`src/rtl/smb_pkg.sv`:
```
package smb_pkg;
  localparam int BYTE_W = 8;
  localparam int ADDR_W = 7;

  typedef enum logic [2:0] {
    PH_IDLE,
    PH_ADDR,
    PH_CMD,
    PH_WDATA,
    PH_READ
  } smb_phase_e;
endpackage

```
`src/rtl/smb_line_sync.sv`:
```
module smb_line_sync #(
  parameter int STAGES = 2
) (
  input  logic clk,
  input  logic rst_n,
  input  logic scl_i,
  input  logic sda_i,
  output logic scl_s,
  output logic sda_s,
  output logic scl_rise,
  output logic scl_fall,
  output logic start_det,
  output logic stop_det
);
  logic [STAGES-1:0] scl_chain;
  logic [STAGES-1:0] sda_chain;
  logic              scl_p;
  logic              sda_p;

  for (genvar g = 0; g < STAGES; g++) begin : g_stage
    if (g == 0) begin : g_first
      always_ff @(posedge clk or negedge rst_n) begin
        if (!rst_n) begin
          scl_chain[g] <= 1'b1;
          sda_chain[g] <= 1'b1;
        end else begin
          scl_chain[g] <= scl_i;
          sda_chain[g] <= sda_i;
        end
      end
    end else begin : g_next
      always_ff @(posedge clk or negedge rst_n) begin
        if (!rst_n) begin
          scl_chain[g] <= 1'b1;
          sda_chain[g] <= 1'b1;
        end else begin
          scl_chain[g] <= scl_chain[g-1];
          sda_chain[g] <= sda_chain[g-1];
        end
      end
    end
  end

  assign scl_s = scl_chain[STAGES-1];
  assign sda_s = sda_chain[STAGES-1];

  always_ff @(posedge clk or negedge rst_n) begin
    if (!rst_n) begin
      scl_p <= 1'b1;
      sda_p <= 1'b1;
    end else begin
      scl_p <= scl_s;
      sda_p <= sda_s;
    end
  end

  assign scl_rise  = scl_s & ~scl_p;
  assign scl_fall  = ~scl_s & scl_p;
  assign start_det = scl_s & scl_p & sda_p & ~sda_s;
  assign stop_det  = scl_s & scl_p & ~sda_p & sda_s;
endmodule

```
`src/rtl/smb_strap_latch.sv`:
```
module smb_strap_latch #(
  parameter int         STRAP_W  = 3,
  parameter logic [6:0] DEV_BASE = 7'h40
) (
  input  logic               clk,
  input  logic               rst_n,
  input  logic [STRAP_W-1:0] strap_i,
  output logic [6:0]         dev_addr
);
  logic               captured;
  logic [STRAP_W-1:0] addr_lo;

  always_ff @(posedge clk or negedge rst_n) begin
    if (!rst_n) begin
      captured <= 1'b0;
      addr_lo  <= '0;
    end else if (!captured) begin
      captured <= 1'b1;
      addr_lo  <= strap_i;
    end
  end

  assign dev_addr = {DEV_BASE[6:STRAP_W], addr_lo};

  AST_STRAP_FROZEN: assert property (@(posedge clk) disable iff (!rst_n)
    captured |=> ($stable(addr_lo) && captured));
endmodule

```
`src/rtl/smb_regfile.sv`:
```
module smb_regfile #(
  parameter int NREG = 8,
  parameter int DW   = 8,
  localparam int PW  = $clog2(NREG)
) (
  input  logic          clk,
  input  logic          rst_n,
  input  logic          bus_we,
  input  logic [PW-1:0] bus_addr,
  input  logic [DW-1:0] bus_wdata,
  output logic [DW-1:0] bus_rdata,
  input  logic          lcl_we,
  input  logic [PW-1:0] lcl_addr,
  input  logic [DW-1:0] lcl_wdata,
  output logic [DW-1:0] lcl_rdata
);
  logic [DW-1:0] mem [NREG];

  always_ff @(posedge clk or negedge rst_n) begin
    if (!rst_n) begin
      for (int i = 0; i < NREG; i++) mem[i] <= '0;
    end else if (bus_we) begin
      mem[bus_addr] <= bus_wdata;
    end else if (lcl_we) begin
      mem[lcl_addr] <= lcl_wdata;
    end
  end

  assign bus_rdata = mem[bus_addr];
  assign lcl_rdata = mem[lcl_addr];

  AST_BUS_WRITE_WINS: assert property (@(posedge clk) disable iff (!rst_n)
    bus_we |=> (mem[$past(bus_addr)] == $past(bus_wdata)));
endmodule

```
`src/rtl/smb_protocol.sv`:
```
module smb_protocol
  import smb_pkg::*;
#(
  parameter int NREG = 8,
  localparam int PW  = $clog2(NREG)
) (
  input  logic              clk,
  input  logic              rst_n,
  input  logic              scl_s,
  input  logic              sda_s,
  input  logic              scl_rise,
  input  logic              scl_fall,
  input  logic              start_det,
  input  logic              stop_det,
  input  logic [ADDR_W-1:0] dev_addr,
  input  logic [BYTE_W-1:0] rd_data,
  output logic [PW-1:0]     ptr,
  output logic              wr_en,
  output logic [BYTE_W-1:0] wr_data,
  output logic              sda_oe
);
  localparam logic [3:0] BIT_LAST = 4'd7;
  localparam logic [3:0] BIT_ACK  = 4'd8;
  localparam logic [3:0] BIT_END  = 4'd9;

  smb_phase_e        phase;
  smb_phase_e        nxt_q;
  logic [3:0]        cnt;
  logic [BYTE_W-1:0] shreg;
  logic [BYTE_W-1:0] tx;
  logic              ack_q;
  logic              mack_q;
  logic [BYTE_W-1:0] byte_in;

  assign byte_in = {shreg[BYTE_W-2:0], sda_s};

  always_ff @(posedge clk or negedge rst_n) begin
    if (!rst_n) begin
      phase   <= PH_IDLE;
      nxt_q   <= PH_IDLE;
      cnt     <= '0;
      shreg   <= '0;
      tx      <= '0;
      ack_q   <= 1'b0;
      mack_q  <= 1'b0;
      ptr     <= '0;
      wr_en   <= 1'b0;
      wr_data <= '0;
      sda_oe  <= 1'b0;
    end else begin
      wr_en <= 1'b0;
      if (start_det) begin
        phase  <= PH_ADDR;
        cnt    <= '0;
        sda_oe <= 1'b0;
      end else if (stop_det) begin
        phase  <= PH_IDLE;
        cnt    <= '0;
        sda_oe <= 1'b0;
      end else if (phase != PH_IDLE) begin
        if (scl_rise) begin
          cnt <= cnt + 4'd1;
          if (phase != PH_READ) begin
            if (cnt < BIT_ACK) shreg <= byte_in;
            if (cnt == BIT_LAST) begin
              unique case (phase)
                PH_ADDR: begin
                  if (byte_in[BYTE_W-1:1] == dev_addr) begin
                    ack_q <= 1'b1;
                    nxt_q <= byte_in[0] ? PH_READ : PH_CMD;
                  end else begin
                    ack_q <= 1'b0;
                    nxt_q <= PH_IDLE;
                  end
                end
                PH_CMD: begin
                  if (byte_in[BYTE_W-1:PW] == '0) begin
                    ack_q <= 1'b1;
                    ptr   <= byte_in[PW-1:0];
                    nxt_q <= PH_WDATA;
                  end else begin
                    ack_q <= 1'b0;
                    nxt_q <= PH_IDLE;
                  end
                end
                PH_WDATA: begin
                  ack_q   <= 1'b1;
                  wr_en   <= 1'b1;
                  wr_data <= byte_in;
                  nxt_q   <= PH_IDLE;
                end
                default: begin
                  ack_q <= 1'b0;
                  nxt_q <= PH_IDLE;
                end
              endcase
            end
          end else if (cnt == BIT_ACK) begin
            mack_q <= ~sda_s;
          end
        end else if (scl_fall) begin
          if (phase != PH_READ) begin
            if (cnt == BIT_ACK) begin
              sda_oe <= ack_q;
            end else if (cnt == BIT_END) begin
              cnt   <= '0;
              phase <= nxt_q;
              if (nxt_q == PH_READ) begin
                tx     <= rd_data;
                sda_oe <= ~rd_data[BYTE_W-1];
              end else begin
                sda_oe <= 1'b0;
              end
            end
          end else begin
            if (cnt >= 4'd1 && cnt <= BIT_LAST) begin
              tx     <= {tx[BYTE_W-2:0], 1'b0};
              sda_oe <= ~tx[BYTE_W-2];
            end else if (cnt == BIT_ACK) begin
              sda_oe <= 1'b0;
            end else if (cnt == BIT_END) begin
              cnt <= '0;
              if (mack_q) begin
                tx     <= rd_data;
                sda_oe <= ~rd_data[BYTE_W-1];
              end else begin
                phase  <= PH_IDLE;
                sda_oe <= 1'b0;
              end
            end
          end
        end
      end
    end
  end

  AST_OE_ON_SCL_LOW: assert property (@(posedge clk) disable iff (!rst_n)
    $rose(sda_oe) |-> !scl_s);
  AST_PTR_FROM_CMD: assert property (@(posedge clk) disable iff (!rst_n)
    !$stable(ptr) |-> ($past(phase) == PH_CMD));
  AST_WRITE_IN_DATA: assert property (@(posedge clk) disable iff (!rst_n)
    wr_en |-> (phase == PH_WDATA));
  AST_IDLE_RELEASED: assert property (@(posedge clk) disable iff (!rst_n)
    (phase == PH_IDLE) |-> !sda_oe);
  AST_START_RESTARTS: assert property (@(posedge clk) disable iff (!rst_n)
    start_det |=> (phase == PH_ADDR && cnt == 4'd0 && !sda_oe && !wr_en));
endmodule

```
`src/rtl/smb_byte_slave.sv`:
```
module smb_byte_slave
  import smb_pkg::*;
#(
  parameter int         NREG        = 8,
  parameter int         STRAP_W     = 3,
  parameter int         SYNC_STAGES = 2,
  parameter logic [6:0] DEV_BASE    = 7'h40,
  localparam int        PW          = $clog2(NREG)
) (
  input  logic               clk,
  input  logic               rst_n,
  input  logic               scl_i,
  input  logic               sda_i,
  output logic               scl_oe,
  output logic               sda_oe,
  input  logic [STRAP_W-1:0] strap_i,
  input  logic               lcl_we,
  input  logic [PW-1:0]      lcl_addr,
  input  logic [BYTE_W-1:0]  lcl_wdata,
  output logic [BYTE_W-1:0]  lcl_rdata
);
  logic              scl_s, sda_s, scl_rise, scl_fall, start_det, stop_det;
  logic [ADDR_W-1:0] dev_addr;
  logic [PW-1:0]     ptr;
  logic              wr_en;
  logic [BYTE_W-1:0] wr_data;
  logic [BYTE_W-1:0] rd_data;

  assign scl_oe = 1'b0;

  smb_line_sync #(.STAGES(SYNC_STAGES)) u_sync (
    .clk(clk), .rst_n(rst_n), .scl_i(scl_i), .sda_i(sda_i),
    .scl_s(scl_s), .sda_s(sda_s), .scl_rise(scl_rise), .scl_fall(scl_fall),
    .start_det(start_det), .stop_det(stop_det)
  );

  smb_strap_latch #(.STRAP_W(STRAP_W), .DEV_BASE(DEV_BASE)) u_strap (
    .clk(clk), .rst_n(rst_n), .strap_i(strap_i), .dev_addr(dev_addr)
  );

  smb_protocol #(.NREG(NREG)) u_proto (
    .clk(clk), .rst_n(rst_n), .scl_s(scl_s), .sda_s(sda_s),
    .scl_rise(scl_rise), .scl_fall(scl_fall),
    .start_det(start_det), .stop_det(stop_det),
    .dev_addr(dev_addr), .rd_data(rd_data), .ptr(ptr),
    .wr_en(wr_en), .wr_data(wr_data), .sda_oe(sda_oe)
  );

  smb_regfile #(.NREG(NREG), .DW(BYTE_W)) u_regs (
    .clk(clk), .rst_n(rst_n),
    .bus_we(wr_en), .bus_addr(ptr), .bus_wdata(wr_data), .bus_rdata(rd_data),
    .lcl_we(lcl_we), .lcl_addr(lcl_addr), .lcl_wdata(lcl_wdata), .lcl_rdata(lcl_rdata)
  );

  AST_SCL_NEVER_DRIVEN: assert property (@(posedge clk) disable iff (!rst_n)
    start_det |-> !scl_oe);
endmodule

```
`config.mk`:
```
export PLATFORM = sky130hd
export DESIGN_NAME = smb_byte_slave
export DESIGN_NICKNAME = d
export VERILOG_FILES = /design/src/rtl/smb_pkg.sv /design/src/rtl/smb_line_sync.sv /design/src/rtl/smb_strap_latch.sv /design/src/rtl/smb_regfile.sv /design/src/rtl/smb_protocol.sv /design/src/rtl/smb_byte_slave.sv
export SDC_FILE = /design/constraint.sdc
export NUM_CORES = 1
export LEC_CHECK = 0
export BUFFER_PORTS_ARGS = -buffer_cell sky130_fd_sc_hd__buf_2
export CAP_MARGIN = 25
export CORE_ASPECT_RATIO = 0.9
export CORE_UTILIZATION = 33
export DETAILED_ROUTE_END_ITERATION = 12
export PLACE_DENSITY = 0.59
export SLEW_MARGIN = 10
export SYNTH_ARGS = -nofsm -noshare
export SYNTH_HDL_FRONTEND = slang
export SYNTH_SLANG_ARGS = --single-unit
```
`constraint.sdc`:
```
create_clock -name clk -period 6.3 [get_ports clk]
set_input_delay 0.63 -clock clk [delete_from_list [all_inputs] [get_ports clk]]
set_output_delay 0.63 -clock clk [all_outputs]
set_load 0.01 [all_outputs]
```
==> Flow_metrics.wiki <==
{| class="wikitable"
! Metric !! Value
|-
| Result of the run || finished clean
|-
| Largest voltage drop on the vdd net || 0.201 mV
|-
| Residual antenna-violating net count after detailed routing || 0
|-
| Leakage power total || 0.00293 uW
|-
| Number of global-route vias before repair || 5329
|-
| Number of DRC violations after detailed-routing iteration 0 || 379
|-
| CP most frequent cell || sky130_fd_sc_hd__buf_2
|-
| Critical Path Fanout Max || 20
|-
| Leading area contributor after synthesis || sky130_fd_sc_hd__dfrtp_1
|-
| Layout Utilization || 0.381
|-
| Worst slack, placed || 3.17 ns
|-
| First-pass GRT wire length || 30600 um
|-
| Sequential standard cell area || 2840 sq um
|-
| Max-slew violation total from the final report || 0
|-
| # nets final || 663
|-
| Cells taking the most area after synthesis || sky130_fd_sc_hd__dfrtp_1 41%, sky130_fd_sc_hd__mux2_2 7.1%, sky130_fd_sc_hd__o221ai_1 4.2%, sky130_fd_sc_hd__nand2_1 4.0%, sky130_fd_sc_hd__o22a_1 3.8%
|-
| Highest layer used for signal routing || met5
|-
| Number of warnings issued by yosys || 0
|-
| Net Count, Synth || 653
|-
| Placeable Area || 19200 sq um
|-
| Share of Yosys cell area claimed by the top area cell type || 0.415
|-
| Post-DP HPWL || 13500 um
|-
| Async set-or-reset flop fraction in the synthesized netlist || 1.00
|-
| Layout Area Growth over Synthesis || 13.2%
|-
| Minimum hold slack || 0.309 ns
|-
| Sequence of cells on the critical path || buf_2, and2_1, nand2_1, o21ai_0, buf_2
|-
| Count of distinct cell types in the synthesized netlist || 69
|-
| Biggest cell delay along the critical path || 0.43 ns
|-
| Total die area || 20100 sq um
|-
| Leading cell type in the layout, fill and taps excluded || sky130_fd_sc_hd__dfrtp_1
|-
| Number of synthesized register bits || 113
|-
| Die span in y || 135 um
|-
| Initial antenna violation count || 0
|-
| Path type of the worst setup path || input pin to output pin
|-
| DR WL/cell || 21.6 um
|-
| Clock latency on the worst-skew pair || 0.42 ns
|-
| CTS Root Cell || sky130_fd_sc_hd__clkbuf_16
|-
| Clock edge transition at the registers on the reported setup and hold paths || 0.06 ns
|-
| Number of endpoints failing setup at the final stage || 0
|-
| Initial core utilization || 0.337
|-
| Nature of the critical path endpoint || output pin
|-
| Critical Path Slowest Stage Cell || sky130_fd_sc_hd__buf_2
|-
| Routed length on met3 || 1690 um
|-
| Number of input and output port buffers inserted || 27
|-
| Count of maximum capacitance violations || 0
|-
| Clock Sinks || 113
|-
| Maximum number of pins on one net before global-route repair || 60
|-
| Primary flip-flop cell chosen by synthesis mapping || sky130_fd_sc_hd__dfrtp_1
|-
| Post-synthesis cell area || 6460 sq um
|-
| Global routing usage summed across all routing layers || 0.204
|-
| Number of vias per cell after detailed routing || 6.02
|-
| Number of core rows || 48
|-
| Met1 routed wirelength after detailed routing || 8560 um
|-
| Horizontal die dimension || 149 um
|-
| Vias after detailed routing || 5422
|-
| Gpl congestion || 0.889
|-
| Number of remaining DRC errors || 0
|-
| Worst slew slack as a fraction of its limit || 0.465
|-
| Finished Cell Area || 7310 sq um
|-
| CP Data Arrival Time || 2.19 ns
|-
| Setup TNS Final || 0 ns
|-
| Number of cells upsized or downsized after cts || 0
|-
| Synthesized netlist cell count || 628
|-
| Most frequent cells in the layout || 107 x sky130_fd_sc_hd__dfrtp_1, 68 x sky130_fd_sc_hd__nand2_1, 41 x sky130_fd_sc_hd__mux2_2, 41 x sky130_fd_sc_hd__o21ai_0, 32 x sky130_fd_sc_hd__o21a_1
|-
| Unrepaired setup endpoints after global routing || no
|-
| Ports || 29
|-
| Layout cells sized above 1 || 0.201
|-
| Total CTS buffers || 17
|-
| First-pass iteration count of the detailed router || 5
|-
| Routed met2 length || 8430 um
|-
| CTS tree || done
|-
| Clock period minus final worst setup slack || 2.82 ns
|-
| Per-instance average area after synthesis || 10.3 sq um
|-
| Critical path launch point type || input pin
|-
| Slew at the pin closest to its max-slew limit || 0.803 ns
|-
| Area of placed instances || 6720 sq um
|-
| Sequential share of the synthesized area || 0.439
|-
| Final hold violation count || 0
|-
| Power per unit of standard cell area || 286 nW/um^2
|-
| H-tree Lvls || 4
|-
| Peak Freq || 354 MHz
|-
| Class of the tightest hold or removal check || input pin to asynchronous set/reset pin
|-
| Part of the cycle the worst path needs || 0.448
|-
| Number of diodes || 0
|-
| Fillers || 1852
|-
| Fin worst setup slack || 3.48 ns
|-
| Post-Route WL || 19400 um
|-
| Worst setup skew after layout || 0.00870 ns
|-
| Maximum count of clock buffers along a single path || 2
|-
| Gr ovfl total || 0
|-
| Hold buffer count at cts || 0
|-
| Number of setup buffers added after CTS || 0
|-
| Critical path data required time || 5.67 ns
|-
| EDFF count, synth || 0
|-
| Multi-input gate area in the final layout || 3340 sq um
|}
[metal layers]
metal  global-route usage  up-vias
li1                     -     2411
met4               0.0969        2
met1                0.277     2708
met2                0.286      249
met5               0.0225        -
met3               0.0682       52
[worst paths after layout]
| check | from | to | slack (ns) | cells past startpoint |
|---|---|---|---|---|
| min | rst_n | u_proto.cnt[2]$_DFFE_PN0P_ | 0.31 | 1 |
| min in group clk | scl_i | u_sync.scl_chain[0]$_DFF_PN1_ | 0.31 | 1 |
| max | lcl_addr[0] | lcl_rdata[2] | 3.48 | 5 |
| min reg2reg | u_sync.sda_chain[0]$_DFF_PN1_ | u_sync.sda_s$_DFF_PN1_ | 0.35 | 0 |
| max reg2reg | u_proto.wr_en$_DFF_PN0_ | u_regs.mem[13]$_DFFE_PN0P_ | 3.70 | 6 |
| max in group asynchronous | rst_n | u_regs.mem[21]$_DFFE_PN0P_ | 4.80 | 2 |
[area by class of cell]
| cell class | count | share of cell area |
|---|---|---|
| timing repair buffer | 32 | 0.0240 |
| multi-input combinational | 456 | 0.457 |
| tap | 250 | 0.0428 |
| clock inverter | 13 | 0.0187 |
| clock buffer | 19 | 0.0606 |
| inverter | 18 | 0.00924 |
| sequential | 113 | 0.388 |
[sequential cells by signal (all words and copies together), names as in the netlist, 3 cells and up]
register	count
u_proto.shreg	7
u_proto.cnt	4
u_proto.nxt_q	3
u_strap.addr_lo	3
u_proto.tx	7
u_proto.wr_data	8
u_regs.mem	64
u_proto.phase	3
u_proto.ptr	3
[cells by family after synthesis]
family	count (synthesis)	synth area share
compound gates	223	0.255
simple gates	161	0.131
flops	113	0.439
mux	60	0.113
buf+inv	59	0.0440
fa+ha+maj	6	0.0116
xor+xnor	4	0.00543
other cells	2	0.00116
[synthesized netlist by cell type, types with 5 or more instances]
library cell	count
sky130_fd_sc_hd__nor3b_1	6
sky130_fd_sc_hd__buf_4	5
sky130_fd_sc_hd__o221ai_1	31
sky130_fd_sc_hd__a21oi_1	17
sky130_fd_sc_hd__o22ai_1	9
sky130_fd_sc_hd__mux2i_1	13
sky130_fd_sc_hd__buf_2	17
sky130_fd_sc_hd__nand2_1	68
sky130_fd_sc_hd__nand3_1	10
sky130_fd_sc_hd__nor2b_1	8
sky130_fd_sc_hd__o21a_1	32
sky130_fd_sc_hd__dfstp_2	6
sky130_fd_sc_hd__and3_1	7
sky130_fd_sc_hd__o22a_1	28
sky130_fd_sc_hd__mux2_2	41
sky130_fd_sc_hd__o21ai_0	41
sky130_fd_sc_hd__clkbuf_1	13
sky130_fd_sc_hd__nor2_1	23
sky130_fd_sc_hd__a22oi_1	13
sky130_fd_sc_hd__a31oi_1	6
sky130_fd_sc_hd__o211ai_1	5
sky130_fd_sc_hd__dfrtp_1	107
sky130_fd_sc_hd__ha_1	6
sky130_fd_sc_hd__mux4_2	6
sky130_fd_sc_hd__a221oi_1	9
sky130_fd_sc_hd__a221o_1	5
sky130_fd_sc_hd__o31ai_1	5
sky130_fd_sc_hd__inv_1	18
[per-stage QoR]
stage	std cells	power [uW]
final	901	2090
after floorplan	628	1040
after global routing	901	2160
after CTS	900	2100
after global placement	868	1140
after detailed placement	868	1150
[critical path: cells and delay by family]
family	cells	cell delay (ns)
compound gates	1	0.27
buf+inv	2	0.60
simple gates	2	0.69
[report_power, final]
part,internal (uW),switching [uW]
clock network,591,356
registers,804,91.8
logic,119,126
Note: power is estimated with default switching activity, not from simulation.
